### src/rtl/maxfind_pkg.sv
package maxfind_pkg;

    // Width of an index able to name N positions; never below one bit.
    function automatic int idx_bits(input int n);
        return (n > 1) ? $clog2(n) : 1;
    endfunction

endpackage

### src/rtl/mf_cmp_matrix.sv
// All-pairs comparison matrix: bit (i*N + j) is set when element i
// beats element j. One comparator per unordered pair, mirrored by inversion.
module mf_cmp_matrix #(
    parameter int N = 8,
    parameter int W = 8
) (
    input  logic [N*W-1:0] data_in,
    output logic [N*N-1:0] beats
);
    for (genvar i = 0; i < N; i++) begin : g_row
        assign beats[i*N + i] = 1'b1;
        for (genvar j = i + 1; j < N; j++) begin : g_col
            logic ge_ij;
            // lower index wins on equality
            assign ge_ij            = data_in[W*i +: W] >= data_in[W*j +: W];
            assign beats[i*N + j]   = ge_ij;
            assign beats[j*N + i]   = ~ge_ij;
        end
    end
endmodule

### src/rtl/mf_winner.sv
// A row that beats every other element marks the winner.
module mf_winner #(
    parameter int N = 8
) (
    input  logic [N*N-1:0] beats,
    output logic [N-1:0]   win
);
    for (genvar i = 0; i < N; i++) begin : g_row
        assign win[i] = &beats[i*N +: N];
    end
endmodule

### src/rtl/mf_select.sv
// Value and index are chosen side by side from the one-hot winner vector.
module mf_select #(
    parameter int N  = 8,
    parameter int W  = 8,
    parameter int IW = 3
) (
    input  logic [N*W-1:0] data_in,
    input  logic [N-1:0]   win,
    output logic [W-1:0]   sel_val,
    output logic [IW-1:0]  sel_idx
);
    always_comb begin
        sel_val = '0;
        sel_idx = '0;
        for (int i = 0; i < N; i++) begin
            sel_val = sel_val | ({W{win[i]}} & data_in[W*i +: W]);
            sel_idx = sel_idx | ({IW{win[i]}} & IW'(i));
        end
    end
endmodule

### src/rtl/maxfind_allpairs.sv
module maxfind_allpairs
    import maxfind_pkg::*;
#(
    parameter int    N       = 8,
    parameter int    W       = 8,
    parameter bit    REG_OUT = 1'b1,
    localparam int   IW      = idx_bits(N)
) (
    input  logic           clk,
    input  logic           rst,
    input  logic [N*W-1:0] data_in,
    output logic [W-1:0]   max_val,
    output logic [IW-1:0]  max_idx
);
    typedef struct packed {
        logic [W-1:0]  val;
        logic [IW-1:0] idx;
    } result_t;

    logic [N*N-1:0] beats;
    logic [N-1:0]   win;
    logic [W-1:0]   sel_val;
    logic [IW-1:0]  sel_idx;
    result_t        res_d;
    result_t        res_q;

    mf_cmp_matrix #(.N(N), .W(W)) u_matrix (
        .data_in (data_in),
        .beats   (beats)
    );

    mf_winner #(.N(N)) u_winner (
        .beats (beats),
        .win   (win)
    );

    mf_select #(.N(N), .W(W), .IW(IW)) u_select (
        .data_in (data_in),
        .win     (win),
        .sel_val (sel_val),
        .sel_idx (sel_idx)
    );

    always_comb begin
        res_d.val = sel_val;
        res_d.idx = sel_idx;
    end

    if (REG_OUT) begin : g_reg
        always_ff @(posedge clk) begin
            if (rst) res_q <= '0;
            else     res_q <= res_d;
        end

        // registered result is the previous cycle's selection
        assert_reg_latency_R5: assert property (@(posedge clk) disable iff (rst)
            !$past(rst) |-> res_q == $past(res_d));
        // a reset edge leaves zeros on both outputs
        assert_reset_clear_R6: assert property (@(posedge clk)
            $past(rst) === 1'b1 |-> res_q == '0);
    end else begin : g_comb
        assign res_q = res_d;
    end

    assign max_val = res_q.val;
    assign max_idx = res_q.idx;

    // exactly one row of the matrix wins
    assert_onehot_win_R3: assert property (@(posedge clk) disable iff (rst)
        $onehot(win));
    // selected index points at the selected value
    assert_idx_matches_R2: assert property (@(posedge clk) disable iff (rst)
        data_in[W*sel_idx +: W] == sel_val);

    for (genvar i = 0; i < N; i++) begin : g_chk
        // no element exceeds the chosen value
        assert_no_larger_R1: assert property (@(posedge clk) disable iff (rst)
            data_in[W*i +: W] <= sel_val);
        // elements before the winner are strictly smaller
        assert_lowest_tie_R3: assert property (@(posedge clk) disable iff (rst)
            (IW'(i) < sel_idx) |-> data_in[W*i +: W] < sel_val);
    end
endmodule

### config.mk
export PLATFORM = sky130hd
export DESIGN_NAME = maxfind_allpairs
export DESIGN_NICKNAME = d
export VERILOG_FILES = /design/src/rtl/maxfind_pkg.sv /design/src/rtl/mf_cmp_matrix.sv /design/src/rtl/mf_winner.sv /design/src/rtl/mf_select.sv /design/src/rtl/maxfind_allpairs.sv
export SDC_FILE = /design/constraint.sdc
export NUM_CORES = 1
export LEC_CHECK = 0
export BUFFER_PORTS_ARGS = -buffer_cell sky130_fd_sc_hd__buf_4
export CORE_MARGIN = 5
export CORE_UTILIZATION = 45
export CTS_BUF_LIST = sky130_fd_sc_hd__clkbuf_8 sky130_fd_sc_hd__clkbuf_16
export CTS_CLUSTER_DIAMETER = 50
export CTS_CLUSTER_SIZE = 30
export DETAILED_ROUTE_END_ITERATION = 7
export PLACE_DENSITY = 0.63
export SLEW_MARGIN = 40
export SYNTH_ARGS = -nofsm -noshare
export SYNTH_HDL_FRONTEND = slang
export SYNTH_HIERARCHICAL = 1
export SYNTH_SLANG_ARGS = --single-unit
export TNS_END_PERCENT = 20
### constraint.sdc
create_clock -name clk -period 3.5 [get_ports clk]
set_input_delay 0.7 -clock clk [delete_from_list [all_inputs] [get_ports clk]]
set_output_delay 0.7 -clock clk [all_outputs]
set_load 0.01 [all_outputs]
Yosys cells after proc, flatten, opt, wreduce, memory -nomap -nowiden --
Cells that the tools add are included.
Storage, ports and cells: register bits 11, input port bits 66, output and inout bits 11, word-level logic and storage cells 87
Cells by class: $lt $le $gt $ge 28, bitwise operators 49, reduce and logical (&&, ||, !) cells 8
Operator list (number):
- >= comparator 8 bit | 28
- AND 8 bit | 8
- bitwise OR 8 bit | 7
- AND reduction 7 bit | 8
- NOT 1 bit | 28
- bitwise OR 3 bit | 4
- bitwise OR 3 x 2 -> 3 bit | 1
- bitwise OR 1 x 2 -> 2 bit | 1

Longest topological paths before layout --
word-level depth 11, gate-level depth with buffers 12, depth with buffers taken out 10

Cells and area by module --
Netlist, hierarchy kept.
Modules (own cells, without submodules):
- mf_cmp_matrix | times used 1, cells each 597, area an instance 5388.9 um^2, seq. area each 0.0 um^2
- mf_select | times used 1, cells each 51, area an instance 381.6 um^2, seq. area each 0.0 um^2
- maxfind_allpairs | times used 1, cells each 23, area an instance 337.8 um^2, seq. area each 220.2 um^2
- mf_winner | times used 1, cells each 24, area an instance 130.1 um^2, seq. area each 0.0 um^2

Least setup slack after synthesis --
OpenSTA, ideal clock, no wires.
kind input to register, start input port data_in[62], end register res_q, in the netlist max_idx[0], library setup time 115 ps, data arrival time 2688 ps, required time 3385 ps, path slack 697 ps, stages 11, path buffers 2, cell sequence inv_1 > ha_1 > a21o_1 > a221oi_2 > o21ai_0 > buf_4 > nand4_1 > nor2_1 > buf_6 > or4_4 > nor2b_2
Between the ends: elaborated cells on any way between the ends 24, those cells by class order compare: 7; bitwise: 13; reduce/logical: 4
RTL lines:
- from (decl) | line maxfind_allpairs.sv:11 | input logic [N*W-1:0] data_in,
- >= comparator 8 bit | line mf_cmp_matrix.sv:15 | assign ge_ij = data_in[W*i +: W] >= data_in[W*j +: W];
- net u_matrix.g_row[3].g_col[7].ge_ij | line mf_cmp_matrix.sv:13 | logic ge_ij;
- AND reduction 7 bit | line mf_winner.sv:9 | assign win[i] = &beats[i*N +: N];
- net win[3] | line maxfind_allpairs.sv:21 | logic [N-1:0] win;
- bitwise OR 3 x 2 -> 3 bit | line mf_select.sv:17 | sel_idx = sel_idx | ({IW{win[i]}} & IW'(i));
- bitwise OR 3 bit (4 in series) | line mf_select.sv:17
- net sel_idx[0] | line maxfind_allpairs.sv:23 | logic [IW-1:0] sel_idx;
- to (signal assigned) | line maxfind_allpairs.sv:52 | else res_q <= res_d;
- to (decl) | line maxfind_allpairs.sv:25 | result_t res_q;
The timed path passes the listed nets, and every way through them passes these cells. A chain may end at the register's enable or synchronous reset.

Worst setup path after layout --
start input port data_in[50], end register res_q, in the netlist max_val[2]
Between the ends: elaborated cells on any way between the ends 37, those cells by class order compare: 7; bitwise: 22; reduce/logical: 8
RTL lines:
- >= comparator 8 bit | line mf_cmp_matrix.sv:15
- NOT 1 bit | line mf_cmp_matrix.sv:17 | assign beats[j*N + i] = ~ge_ij;
- net beats[52] | line maxfind_allpairs.sv:20 | logic [N*N-1:0] beats;
- AND reduction 7 bit | line mf_winner.sv:9
- net win[6] | line maxfind_allpairs.sv:21
- AND 8 bit | line mf_select.sv:16 | sel_val = sel_val | ({W{win[i]}} & data_in[W*i +: W]);
- bitwise OR 8 bit (2 in series) | line mf_select.sv:16
- net sel_val[2] | line maxfind_allpairs.sv:22 | logic [W-1:0] sel_val;
The timed path passes the listed nets, and every way through them passes these cells.

==> flow_summary_export.csv <==
group,metric,value,unit
outcome,status,"finished, final reports clean",
clocking,hold_buffers,0,
timing,finalCritPeriodShare,88.2,%
global_routing,grt_pass1_wl,31900,um
worst_setup_path,critPathCaptureType,"flip-flop",
timing,drv_slew,0,
worst_setup_path,slowest_stage,"nor2_1",
worst_setup_path,arrival,3.26,ns
clocking,post_cts_buffers,0,
floorplan,rows,43,
floorplan,die_height,128,um
route,vias,5787,
logic_synthesis,synth_top_area_share,44.9,%
route,finalWirelength,20200,um
logic_synthesis,ys_seq_area_share,3.53,%
pwr,p_int,0.644,mW
clocking,cts.sinks,11,
place,hpwl,16500,um
worst_setup_path,worst_ep_required_time,3.67,ns
worst_setup_path,cp_max_fo,10,
logic_synthesis,yosysWarnings,6,
worst_setup_path,path_buf_inv,2,
floorplan,die_w,128,um
worst_setup_path,crit_top_cell,"nand4_1",
timing,rsz0062_at_grt,"false",
timing,setup_tns,0,ns
logic_synthesis,synth.mux.area_fraction,0,%
pwr,power.share.switching,45.1,%
floorplan,die-area,16300,um^2
clocking,h-tree-depth,1,
final_layout,drive_gt1_share,20.7,%
worst_setup_path,crit_path_max_incr_delay,0.59,ns
timing,setup_viol,0,
logic_synthesis,synthCells,695,
worst_setup_path,path_cells,"buf_4 -> inv_1 -> ha_1 -> a21o_1 -> a31oi_1 -> o21a_1 -> nand4_1 -> nor2_1 -> a22oi_1 -> nand4_1 -> nor2b_2",
logic_synthesis,yosys.area_share.adder,44.9,%
clocking,cts_buffers,3,
pwr,power_density,172,nW/um^2
pwr,p_sw,0.529,mW
global_routing,grt-ovfl-total,0,
global_routing,grt_max_degree,12,
clocking,cts_tree,"done",
global_routing,grt_usage,24.5,%
global_routing,antenna_found_initial,0,
pwr,irDropWorstVdd,0.000142,V
final_layout,layout.nets,1031,
route,top_layer,"met4",
global_routing,grt_pass1_vias,6010,
route,ant_nets,0,
final_layout,syn2layout_area_growth,9.39,%
logic_synthesis,ys_types,23,
timing,min_period,3.09,ns
route,drc,0,
route,wl_met3,1700,um
final_layout,diodes,0,
timing,whs,0.778,ns
timing,worstMarginPinSlew,0.772,ns
flow_run,cap_violations,0,
logic_synthesis,syn_area,6240,um^2
floorplan,ios,77,
pwr,leakagePower,3.85,nW
final_layout,seqCellArea,220,um^2
logic_synthesis,yosys.area.top_type,"ha_1",
logic_synthesis,synth_area_per_cell,8.98,um^2
clocking,cts_buffer_depth,2,
min_path,hp-class,"in -> reg",
route,routedWlPerCell,21.9,um
final_layout,multi_input_area,5500,um^2
route,wl_met1,9160,um
logic_synthesis,synth_compound_area_share,29.1,%
worst_setup_path,start_kind,"input port",
worst_setup_path,critical_path_class,"in -> reg",
route,drt-pass1-iter-count,4,
timing,slew-limit-headroom,48.3,%
clocking,cts_resized,0,
pwr,comb_power_share,71.3,%
place,io_buffers,76,
worst_setup_path,critical_path.top_delay_family,"simple AND/OR/NAND/NOR gates",
floorplan,core,13700,um^2
clocking,cts-root-buf,"clkbuf_16",
place,gp_congestion,0.935,
route,wl_met2,8710,um
pwr,seq_power_share,11.0,%
route,via_per_inst,6.29,
logic_synthesis,synth-simple-area-share,13.6,%
logic_synthesis,synth_area_leaders,"ha_1 45%, a21o_1 10%, a221oi_2 6.7%",
floorplan,initial_core_util,45.5,%
pwr,clockPowerShare,17.7,%
logic_synthesis,yosys.area_share.xor_xnor,0,%
logic_synthesis,ys_ff_latch,11,
route,dr.first_iter.drc_count,325,
logic_synthesis,synth_top_family_by_area,"adder cells",
timing,fmax,324,MHz
clocking,cts.clk_slew.worst_paths,0.04,ns
timing,hold_viol,0,
final_layout,fill_cells,1325,
-- registers in the layout, summed over array words and instances (netlist names) --
register,flops
max_idx,3
max_val,8
-- per-layer routing --
metal	track usage [%]	vias to the layer above
met1	33.7	2722
met2	38.9	248
met5	0	-
met3	4.33	50
met4	7.55	0
li1	-	2767
-- synth_stat cells (all sizes together) --
cell	count
o21ai	28
nand3	28
nor2	8
or4	3
ha	224
dfxtp	11
and2b	1
buf	42
and3	28
inv	56
a21o	84
a22oi	32
a221oi	28
nand4	24
nand2b	28
nor2b	10
o21a	28
clkbuf	3
conb	1
a31oi	28
-- metrics by stage --
step	setup WS (ns)	total power, mW	instances	utilization (%)	instance area (um^2)
after floorplan	0.697	0.710	702	-	6260
after global placement	0.203	0.914	916	49.2	6740
after detailed placement	0.240	0.953	916	49.2	6740
after CTS	0.466	1.17	920	49.7	6820
after global routing	0.280	1.28	920	49.7	6820
final	0.412	1.17	920	49.7	6820
-- layout by cell type, fill, tap and decap left out, drive strengths merged --
master | netlist | layout
nand2b | 28 | 28
conb | 1 | 8
o21ai | 28 | 28
and2b | 1 | 1
a22oi | 32 | 32
nand4 | 24 | 24
a21o | 84 | 84
a31oi | 28 | 28
or4 | 3 | 3
dfxtp | 11 | 11
ha | 224 | 224
o21a | 28 | 28
nand3 | 28 | 28
nor2b | 10 | 10
inv | 56 | 56
a221oi | 28 | 28
nor2 | 8 | 8
clkinv | 0 | 1
and3 | 28 | 28
clkbuf | 3 | 3
buf | 42 | 79
-- area by class of cell --
type	instances	area share, %
well taps	180	3.30
multi-input cells	590	80.5
clock inverters	1	0.0733
repair buffers	79	8.69
flip-flops and latches	11	3.23
clock buffers	3	1.10
inverters	56	3.08
-- power by group through the flow --
stage          clock [mW]  sequential [mW]  combinational, mW
3_5_place_dp            0            0.132              0.822
6_report            0.208            0.129              0.836
4_1_cts             0.212            0.129              0.826
3_3_place_gp            0            0.131              0.783
5_1_grt             0.219            0.129              0.935
2_1_floorplan           0            0.133              0.577
-- final timing paths --
path	start	end	cells after the start	slack, ns
max	data_in[50]	max_val[2]	11	0.41
min	rst	max_idx[2]	2	0.78
-- cells by family after synthesis --
kind of cell             count (synthesis)
other                                    1
flip-flops                              11
AND/OR/NAND/NOR                        130
AO/OA/AOI/OAI                          228
buffers and inverters                  101
adder cells (fa/ha/maj)                224
(Power assumes the default switching activity.)
